[config.mk]
export PLATFORM = sky130hd
export DESIGN_NAME = npc_unit
export DESIGN_NICKNAME = d
export VERILOG_FILES = /design/src/rtl/npc_pkg.sv /design/src/rtl/npc_seq_inc.sv /design/src/rtl/npc_targets.sv /design/src/rtl/npc_select.sv /design/src/rtl/npc_unit.sv
export SDC_FILE = /design/constraint.sdc
export NUM_CORES = 1
export LEC_CHECK = 0
export BUFFER_PORTS_ARGS = -buffer_cell sky130_fd_sc_hd__buf_2
export CAP_MARGIN = 20
export CORE_AREA = 2 2 91 181
export CTS_BUF_LIST = sky130_fd_sc_hd__clkbuf_16
export CTS_CLUSTER_SIZE = 14
export DETAILED_ROUTE_END_ITERATION = 7
export DIE_AREA = 0 0 93 183
export GPL_TIMING_DRIVEN = 0
export SLEW_MARGIN = 20
export SYNTH_ARGS = -nofsm -noshare
export SYNTH_HDL_FRONTEND = slang
export SYNTH_SLANG_ARGS = --single-unit
[constraint.sdc]
create_clock -name clk -period 3.3 [get_ports clk]
set_input_delay 0.165 -clock clk [delete_from_list [all_inputs] [get_ports clk]]
set_output_delay 0.165 -clock clk [all_outputs]
set_load 0.01 [all_outputs]
[src/rtl/npc_pkg.sv]
`timescale 1ns/1ps
package npc_pkg;

   typedef enum logic [1:0] {
      NPC_SEL_SEQ    = 2'd0,
      NPC_SEL_BRANCH = 2'd1,
      NPC_SEL_JUMP   = 2'd2
   } npc_sel_e;

   // Priority: region jump first, then a taken branch, else the successor.
   function automatic npc_sel_e npc_pick(input logic br, input logic jmp, input logic eq);
      npc_sel_e s;
      if (jmp)
         s = NPC_SEL_JUMP;
      else if (br && eq)
         s = NPC_SEL_BRANCH;
      else
         s = NPC_SEL_SEQ;
      return s;
   endfunction

endpackage

[src/rtl/npc_seq_inc.sv]
`timescale 1ns/1ps
module npc_seq_inc #(
   parameter int ADDR_W   = 32,
   parameter bit WORD_INC = 1'b1
) (
   input  logic [ADDR_W-1:0] pc_in,
   output logic [ADDR_W-1:0] pc_succ
);
   localparam int IDX_W = ADDR_W - 2;

   generate
      if (WORD_INC) begin : g_word
         // Low bits of an aligned address are constant zero: count words only.
         logic [IDX_W-1:0] word_idx;
         logic             unused_low;
         assign unused_low = ^pc_in[1:0];
         assign word_idx   = pc_in[ADDR_W-1:2] + IDX_W'(1);
         assign pc_succ    = {word_idx, 2'b00};
      end else begin : g_full
         assign pc_succ = pc_in + ADDR_W'(4);
      end
   endgenerate

endmodule

[src/rtl/npc_targets.sv]
`timescale 1ns/1ps
module npc_targets #(
   parameter int ADDR_W   = 32,
   parameter int INSTR_W  = 32,
   parameter int OFF_W    = 16,
   parameter int JFIELD_W = 26
) (
   input  logic [ADDR_W-1:0]  pc_succ,
   input  logic [INSTR_W-1:0] instr,
   output logic [ADDR_W-1:0]  br_target,
   output logic [ADDR_W-1:0]  jmp_target
);
   localparam int REGION_W = ADDR_W - JFIELD_W - 2;
   localparam int EXT_W    = ADDR_W - OFF_W - 2;

   logic [OFF_W-1:0]    disp;
   logic [ADDR_W-1:0]   disp_bytes;
   logic [JFIELD_W-1:0] jfield;
   logic                unused_bits;

   assign disp   = instr[OFF_W-1:0];
   assign jfield = instr[JFIELD_W-1:0];

   // Sign-extended word displacement, scaled to bytes.
   assign disp_bytes = {{EXT_W{disp[OFF_W-1]}}, disp, 2'b00};
   assign br_target  = pc_succ + disp_bytes;

   generate
      if (REGION_W > 0) begin : g_region
         assign jmp_target  = {pc_succ[ADDR_W-1 -: REGION_W], jfield, 2'b00};
      end else begin : g_flat
         assign jmp_target  = {jfield, 2'b00};
      end
      if (INSTR_W > JFIELD_W) begin : g_op_unused
         assign unused_bits = ^instr[INSTR_W-1:JFIELD_W];
      end else begin : g_op_none
         assign unused_bits = 1'b0;
      end
   endgenerate

endmodule

[src/rtl/npc_select.sv]
`timescale 1ns/1ps
module npc_select
   import npc_pkg::*;
#(
   parameter int ADDR_W = 32
) (
   input  logic              br_en,
   input  logic              jmp_en,
   input  logic              ops_equal,
   input  logic [ADDR_W-1:0] seq_addr,
   input  logic [ADDR_W-1:0] br_addr,
   input  logic [ADDR_W-1:0] jmp_addr,
   output npc_sel_e          sel,
   output logic [ADDR_W-1:0] next_addr
);

   assign sel = npc_pick(br_en, jmp_en, ops_equal);

   always_comb begin
      unique case (sel)
         NPC_SEL_JUMP:   next_addr = jmp_addr;
         NPC_SEL_BRANCH: next_addr = br_addr;
         default:        next_addr = seq_addr;
      endcase
   end

endmodule

[src/rtl/npc_unit.sv]
`timescale 1ns/1ps
module npc_unit
   import npc_pkg::*;
#(
   parameter int              ADDR_W     = 32,
   parameter int              INSTR_W    = 32,
   parameter int              OFF_W      = 16,
   parameter int              JFIELD_W   = 26,
   parameter logic [ADDR_W-1:0] START_ADDR = '0,
   parameter bit              WORD_INC   = 1'b1
) (
   input  logic               clk,
   input  logic               rst,
   input  logic [INSTR_W-1:0] instr,
   input  logic               br_en,
   input  logic               jmp_en,
   input  logic               ops_equal,
   output logic [ADDR_W-1:0]  pc,
   output logic [ADDR_W-1:0]  pc_plus4,
   output logic [ADDR_W-1:0]  pc_next
);
   localparam int REGION_W = ADDR_W - JFIELD_W - 2;

   generate
      if (ADDR_W < OFF_W + 3) begin : g_bad_off
         $error("npc_unit: ADDR_W too narrow for OFF_W");
      end
      if (REGION_W < 0) begin : g_bad_jfield
         $error("npc_unit: JFIELD_W too wide for ADDR_W");
      end
      if (INSTR_W < JFIELD_W || INSTR_W < OFF_W) begin : g_bad_instr
         $error("npc_unit: instruction narrower than its fields");
      end
      if (START_ADDR[1:0] != 2'b00) begin : g_bad_start
         $error("npc_unit: START_ADDR must be word aligned");
      end
   endgenerate

   logic [ADDR_W-1:0] br_target;
   logic [ADDR_W-1:0] jmp_target;
   npc_sel_e          sel;

   npc_seq_inc #(.ADDR_W(ADDR_W), .WORD_INC(WORD_INC)) u_inc (
      .pc_in   (pc),
      .pc_succ (pc_plus4)
   );

   npc_targets #(
      .ADDR_W(ADDR_W), .INSTR_W(INSTR_W), .OFF_W(OFF_W), .JFIELD_W(JFIELD_W)
   ) u_tgt (
      .pc_succ    (pc_plus4),
      .instr      (instr),
      .br_target  (br_target),
      .jmp_target (jmp_target)
   );

   npc_select #(.ADDR_W(ADDR_W)) u_sel (
      .br_en     (br_en),
      .jmp_en    (jmp_en),
      .ops_equal (ops_equal),
      .seq_addr  (pc_plus4),
      .br_addr   (br_target),
      .jmp_addr  (jmp_target),
      .sel       (sel),
      .next_addr (pc_next)
   );

   always_ff @(posedge clk) begin
      if (rst) pc <= START_ADDR;
      else     pc <= pc_next;
   end

   // ---------------- embedded checks ----------------
   logic [ADDR_W-1:0] chk_disp;
   assign chk_disp = ADDR_W'($signed(instr[OFF_W-1:0])) <<< 2;

   a_r1_reset_value: assert property (@(posedge clk) disable iff (rst)
      $fell(rst) |-> pc == START_ADDR);

   a_r2_successor: assert property (@(posedge clk) disable iff (rst)
      pc_plus4 - pc == ADDR_W'(4));

   a_r3_sequential: assert property (@(posedge clk) disable iff (rst)
      (!jmp_en && !(br_en && ops_equal)) |=> pc == $past(pc) + ADDR_W'(4));

   a_r4_branch_taken: assert property (@(posedge clk) disable iff (rst)
      (br_en && ops_equal && !jmp_en) |=> pc == $past(pc) + ADDR_W'(4) + $past(chk_disp));

   a_r9_aligned: assert property (@(posedge clk) disable iff (rst)
      pc[1:0] == 2'b00);

   generate
      if (REGION_W > 0) begin : g_jchk
         a_r8_jump_wins: assert property (@(posedge clk) disable iff (rst)
            jmp_en |=> (pc[ADDR_W-REGION_W-1:2] == $past(instr[JFIELD_W-1:0]))
                    && (pc[ADDR_W-1 -: REGION_W] == $past(pc_plus4[ADDR_W-1 -: REGION_W])));
      end
   endgenerate

endmodule

* Word level (Yosys, flattened, before mapping)
Index checks and enable logic that the tools add are counted.
** Word-level totals
- Register bits :: 32
** Operators by class
- Mux-type cells :: 3
- Reductions and logical operators :: 1
- Add/subtract/negate cells :: 2
- Equal/unequal tests :: 2
** Operator list (number)
- 32-bit one-hot mux with 2 select lines :: 1
- 32-bit adder :: 1
- 30-bit by 1-bit adder with 30-bit output, second input constant :: 1
- 2-bit by 1-bit == test with 1-bit output, second input constant :: 1
- 2-bit == test, second input constant :: 1
- 2-bit two-way mux :: 1
- 1-bit logical AND :: 1
- 1-bit two-way mux :: 1

* Longest topological paths before layout
- Depth in word-level cells :: 5
- Depth in mapped cells :: 16

* Hierarchy
Synthesis repeated with hierarchy kept, for this count alone.
** Unflattened totals
- Cell total of the unflattened synthesis :: 573
- Area total of the unflattened synthesis :: 4615.7 µm²
** By module, submodules not included
- npc_targets :: instances 1, area an instance 2008.2 µm², cells an instance 270
- npc_select :: instances 1, area an instance 1159.9 µm², cells an instance 152
- npc_unit :: instances 1, area an instance 863.3 µm², cells an instance 67
- npc_seq_inc :: instances 1, area an instance 584.3 µm², cells an instance 84

* Worst setup path before layout
Ideal clock, no wire load.
- Path kind :: flip-flop to output port
- Start point :: register pc[2]
- End point :: output pc_next[31]
- Required time :: 3135 ps
- Setup slack :: -407 ps
- Data arrival time :: 3542 ps
- Stages on the path, launching flop included :: 16
- Buffers on the path :: 1
- Cells stage by stage :: dfxtp_1 -> ha_1 -> nand4_1 -> nor3_2 -> and4_1 -> nand3_1 -> xnor2_1 -> ha_1 -> clkbuf_1 -> nand4_1 -> or3_1 -> and3_1 -> o21ai_0 -> o41ai_1 -> o21ba_1 -> or2_1
** Between the ends
- Longest elaborated chain between the ends :: 3
** Ends and longest elaborated chain
- start: declaration :: RTL line npc_unit.sv:18 : output logic [ADDR_W-1:0] pc,
- start signal: assignment :: RTL line npc_unit.sv:70 : else pc <= pc_next;
- 30-bit by 1-bit adder with 30-bit output :: RTL line npc_seq_inc.sv:17 : assign word_idx = pc_in[ADDR_W-1:2] + IDX_W'(1);
- net pc_plus4[28] :: RTL line npc_unit.sv:19 : output logic [ADDR_W-1:0] pc_plus4,
- 32-bit adder :: RTL line npc_targets.sv:26 : assign br_target = pc_succ + disp_bytes;
- 32-bit one-hot mux with 2 select lines :: RTL line npc_select.sv:20 : unique case (sel)
- end: declaration :: RTL line npc_unit.sv:20 : output logic [ADDR_W-1:0] pc_next
The timed path passes the listed nets, and every way through them passes these cells.

* Worst setup path after layout
- Start point :: register pc[3]
- End point :: output pc_next[31]
** Between the ends
- Longest elaborated chain between the ends :: 3
** Ends and longest elaborated chain (RTL line)
- 30-bit by 1-bit adder with 30-bit output (*) :: npc_seq_inc.sv:17
- 32-bit adder :: npc_targets.sv:26
- 32-bit one-hot mux with 2 select lines (*) :: npc_select.sv:20
Every way passes the cells marked *; elsewhere a longest branch is shown, timed or not.

==> results_dict.tcl <==
set metrics [dict create \
    clk_root_buffer_cell "sky130_fd_sc_hd__clkbuf_16" \
    drt_drc_violations_left 0 \
    postPlaceCellArea_um2 4833 \
    met2WireLength_um 7991 \
    place.gp.congestion 0.9107 \
    unrepaired_setup_endpoints_after_global_routing "yes" \
    synth-seq-cells 30 \
    core_area_um2 15620 \
    final_layout_size_suffix_gt1_share_pct 51.90 \
    htree_num_levels 2 \
    first_global_vias 4493 \
    final_antenna_net_count 0 \
    synth_top_area_cell "sky130_fd_sc_hd__dfxtp_1" \
    synthesis.instances 526 \
    layout_worst_path_cycle_share_pct 121.3 \
    final_slew_violations 0 \
    cell_area_after_synthesis_um2 3849 \
    area.growth.synth_to_final_pct 67.75 \
    layout.cell_area.non_filler_um2 6456 \
    max-cap-violations 0 \
    p_leak_nw 2.935 \
    status "complete, but fails checks" \
    synth.most_common_cell "sky130_fd_sc_hd__nor2_1" \
    die-area_um2 17020 \
    timing_hold_violations_final 0 \
    overflow 0 \
    number_of_enable_flip_flop_cells_after_synthesis 0 \
    ys_top_cells_by_area "sky130_fd_sc_hd__dfxtp_1 (16%), sky130_fd_sc_hd__ha_1 (11%), sky130_fd_sc_hd__xnor2_1 (5.7%)" \
    met3_length_um 1293 \
    cts_max_path_buffers 2 \
    filler_cell_count 1578 \
    drt_wirelength_um 16670 \
    max_slew.worst_pin.slew_ps 749.6 \
    buffer_ports.inserted 119 \
    power.total_mw 2.108 \
    clkTransAtPathRegs_ps 50 \
    drt_pre_antenna_iters 5 \
    layout_setup_ws_ps -704.5 \
    die_width_um 93 \
    die-height_um 183 \
    numCtsBuffers 5 \
    critical_path.endpoint_type "output port" \
    timing.setup.critical_path_class "flip-flop to output port" \
    detail_route.iter0.violations 293 \
    ios 133 \
    failed_checks "negative setup slack" \
    regMostFlops "pc" \
    num_antenna_cells 0 \
    p_per_area_nw_per_um2 326.4 \
    finalClockSkew_ps 4.129 \
    grt.total_usage_pct 18.05 \
    syn_avg_cell_area_um2 7.317 \
    wl_per_cell_um 17.76 \
    post_synth_most_frequent_cells "sky130_fd_sc_hd__nor2_1 (56), sky130_fd_sc_hd__nand2_1 (51), sky130_fd_sc_hd__a21oi_1 (37), sky130_fd_sc_hd__ha_1 (35), sky130_fd_sc_hd__dfxtp_1 (30)" \
    cp-start-kind "flip-flop" \
    synth.distinct_cells 78 \
    cts_tree "built" \
    route.top_layer_used "met4" \
    synth_async_sr_flop_share_pct 0 \
    start_util_pct 24.65 \
    final_net_count 810 \
    avgViaCountPerCell 5.196 \
    largest_net_degree_at_the_start_of_global_routing 22 \
    worst_ir_drop_vdd_mv 0.2090 \
    cp_data_required_time_ps 3130 \
    grt_antenna_before_repair 0 \
    synth-seq-area-share_pct 15.60 \
    number_of_rows_created_at_floorplan 65 \
    critical_path.max_fanout 4 \
    met1_wire_length_um 6951 \
    final.min_clock_period_ps 4004 \
    synth.top_cell.area_share_pct 15.60 \
    largestRegisters "pc: 30 flops" \
    cts.sink_count 30 \
    grt_pass1_wl_um 24180 \
    min-delay-path-class "input pin to flip-flop" \
    detailroute.via_count 4879 \
    setup_violations 32 \
    worstPathArrival_ps 3840 \
    clk_latency_ps 290 \
    dominantRegCellSynth "sky130_fd_sc_hd__dfxtp_1" \
    yosys_warnings 0 \
    largest_register_ffs 30 \
    fmaxAchievable_mhz 249.7 \
    timing.slew.headroom_pct 50.03 \
    dp.final_hpwl_um 11730 \
]
==> per-layer routing <==
layer | up-vias | global-route usage (%)
met5 | - | 0
met4 | 0 | 4.882
met3 | 29 | 3.081
met2 | 246 | 30.35
met1 | 2284 | 23.66
li1 | 2320 | -
==> final cells by class <==
class	instances	area, um^2	area share, %
buffer	23	121.4	1.880
inverter	19	71.32	1.105
sequential	30	643.1	9.961
tap	201	251.5	3.895
clock buffer	6	150.1	2.326
timing repair buffer	203	1252	19.40
multi-input combinational	455	3959	61.32
clock inverter	2	7.507	0.1163
==> power by group <==
part	internal [mW]	switching, mW
registers	0.394	0.0473
clock network	0.320	0.181
logic	0.534	0.630
==> cells by family after synthesis <==
logic type	count (synthesis)	share of synthesized area (%)
buffers and inverters	46	5.234
AOI/OAI and AO/OA	146	25.91
muxes	5	1.398
and+or+nand+nor	214	28.35
adders and majority gates	36	11.90
xor gates and xnor gates	48	11.51
other	1	0.09744
DFF	30	15.60
==> worst max-delay path, cell delays in order, from the launching register on <==
cell	delay, ps
sky130_fd_sc_hd__dfxtp_4	370
sky130_fd_sc_hd__ha_4	140
sky130_fd_sc_hd__nand4_1	80
sky130_fd_sc_hd__buf_6	140
sky130_fd_sc_hd__nor3_4	190
sky130_fd_sc_hd__buf_6	140
sky130_fd_sc_hd__and4_4	290
sky130_fd_sc_hd__nand3_4	110
sky130_fd_sc_hd__xor2_4	220
sky130_fd_sc_hd__inv_2	80
sky130_fd_sc_hd__ha_4	290
sky130_fd_sc_hd__nand2_1	60
sky130_fd_sc_hd__or3_4	380
sky130_fd_sc_hd__and3_4	190
sky130_fd_sc_hd__o21ai_2	110
sky130_fd_sc_hd__o41ai_2	110
sky130_fd_sc_hd__o21ba_2	250
sky130_fd_sc_hd__or2_1	230
sky130_fd_sc_hd__buf_2	140
==> stage by stage <==
| stage | setup slack, ps | util (%) | hold WS, ps | TNS [ps] | instances |
|---|---|---|---|---|---|
| floorplan | -182.9 | - | 320.4 | -909.3 | 531 |
| global placement | -985.1 | 30.95 | 423.0 | -19730 | 851 |
| detailed placement | -972.3 | 30.95 | 427.1 | -19810 | 851 |
| CTS | -668.0 | 37.76 | 157.3 | -8772 | 904 |
| global route | -813.1 | 41.35 | 199.9 | -16010 | 939 |
| finish | -704.5 | 41.35 | 167.2 | -9947 | 939 |
==> cell usage in the layout (no fill, tap or decap), types with 13 or more instances in the layout <==
| master | instances |
|---|---|
| sky130_fd_sc_hd__buf_2 | 120 |
| sky130_fd_sc_hd__and2_1 | 18 |
| sky130_fd_sc_hd__dfxtp_1 | 16 |
| sky130_fd_sc_hd__xor2_1 | 13 |
| sky130_fd_sc_hd__a21o_1 | 14 |
| sky130_fd_sc_hd__inv_1 | 15 |
| sky130_fd_sc_hd__a21oi_2 | 17 |
| sky130_fd_sc_hd__ha_1 | 15 |
| sky130_fd_sc_hd__nand4_1 | 13 |
| sky130_fd_sc_hd__nand2_1 | 47 |
| sky130_fd_sc_hd__nor2_1 | 49 |
| sky130_fd_sc_hd__a21oi_1 | 19 |
| sky130_fd_sc_hd__xnor2_2 | 14 |
| sky130_fd_sc_hd__buf_4 | 84 |
| sky130_fd_sc_hd__ha_4 | 17 |
==> final timing paths <==
kind	start	end	slack, ps	depth (start not counted)
hold reg to reg	pc[31]$_SDFF_PP0_	pc[31]$_SDFF_PP0_	840	3
setup / recovery	pc[3]$_SDFF_PP0_	pc_next[31]	-700	18
hold / removal	instr[18]	pc[20]$_SDFF_PP0_	170	3
setup reg to reg	pc[8]$_SDFF_PP0_	pc[28]$_SDFF_PP0_	-350	15
==> repair_timing <==
item	4_1_cts	5_1_grt
endpoints found under the setup margin	37	41
hold buffers	0	0
buffers inserted	48	37
pin swaps	41	59
gates resized for setup	121	54
Power figures use the tool's default switching activity.
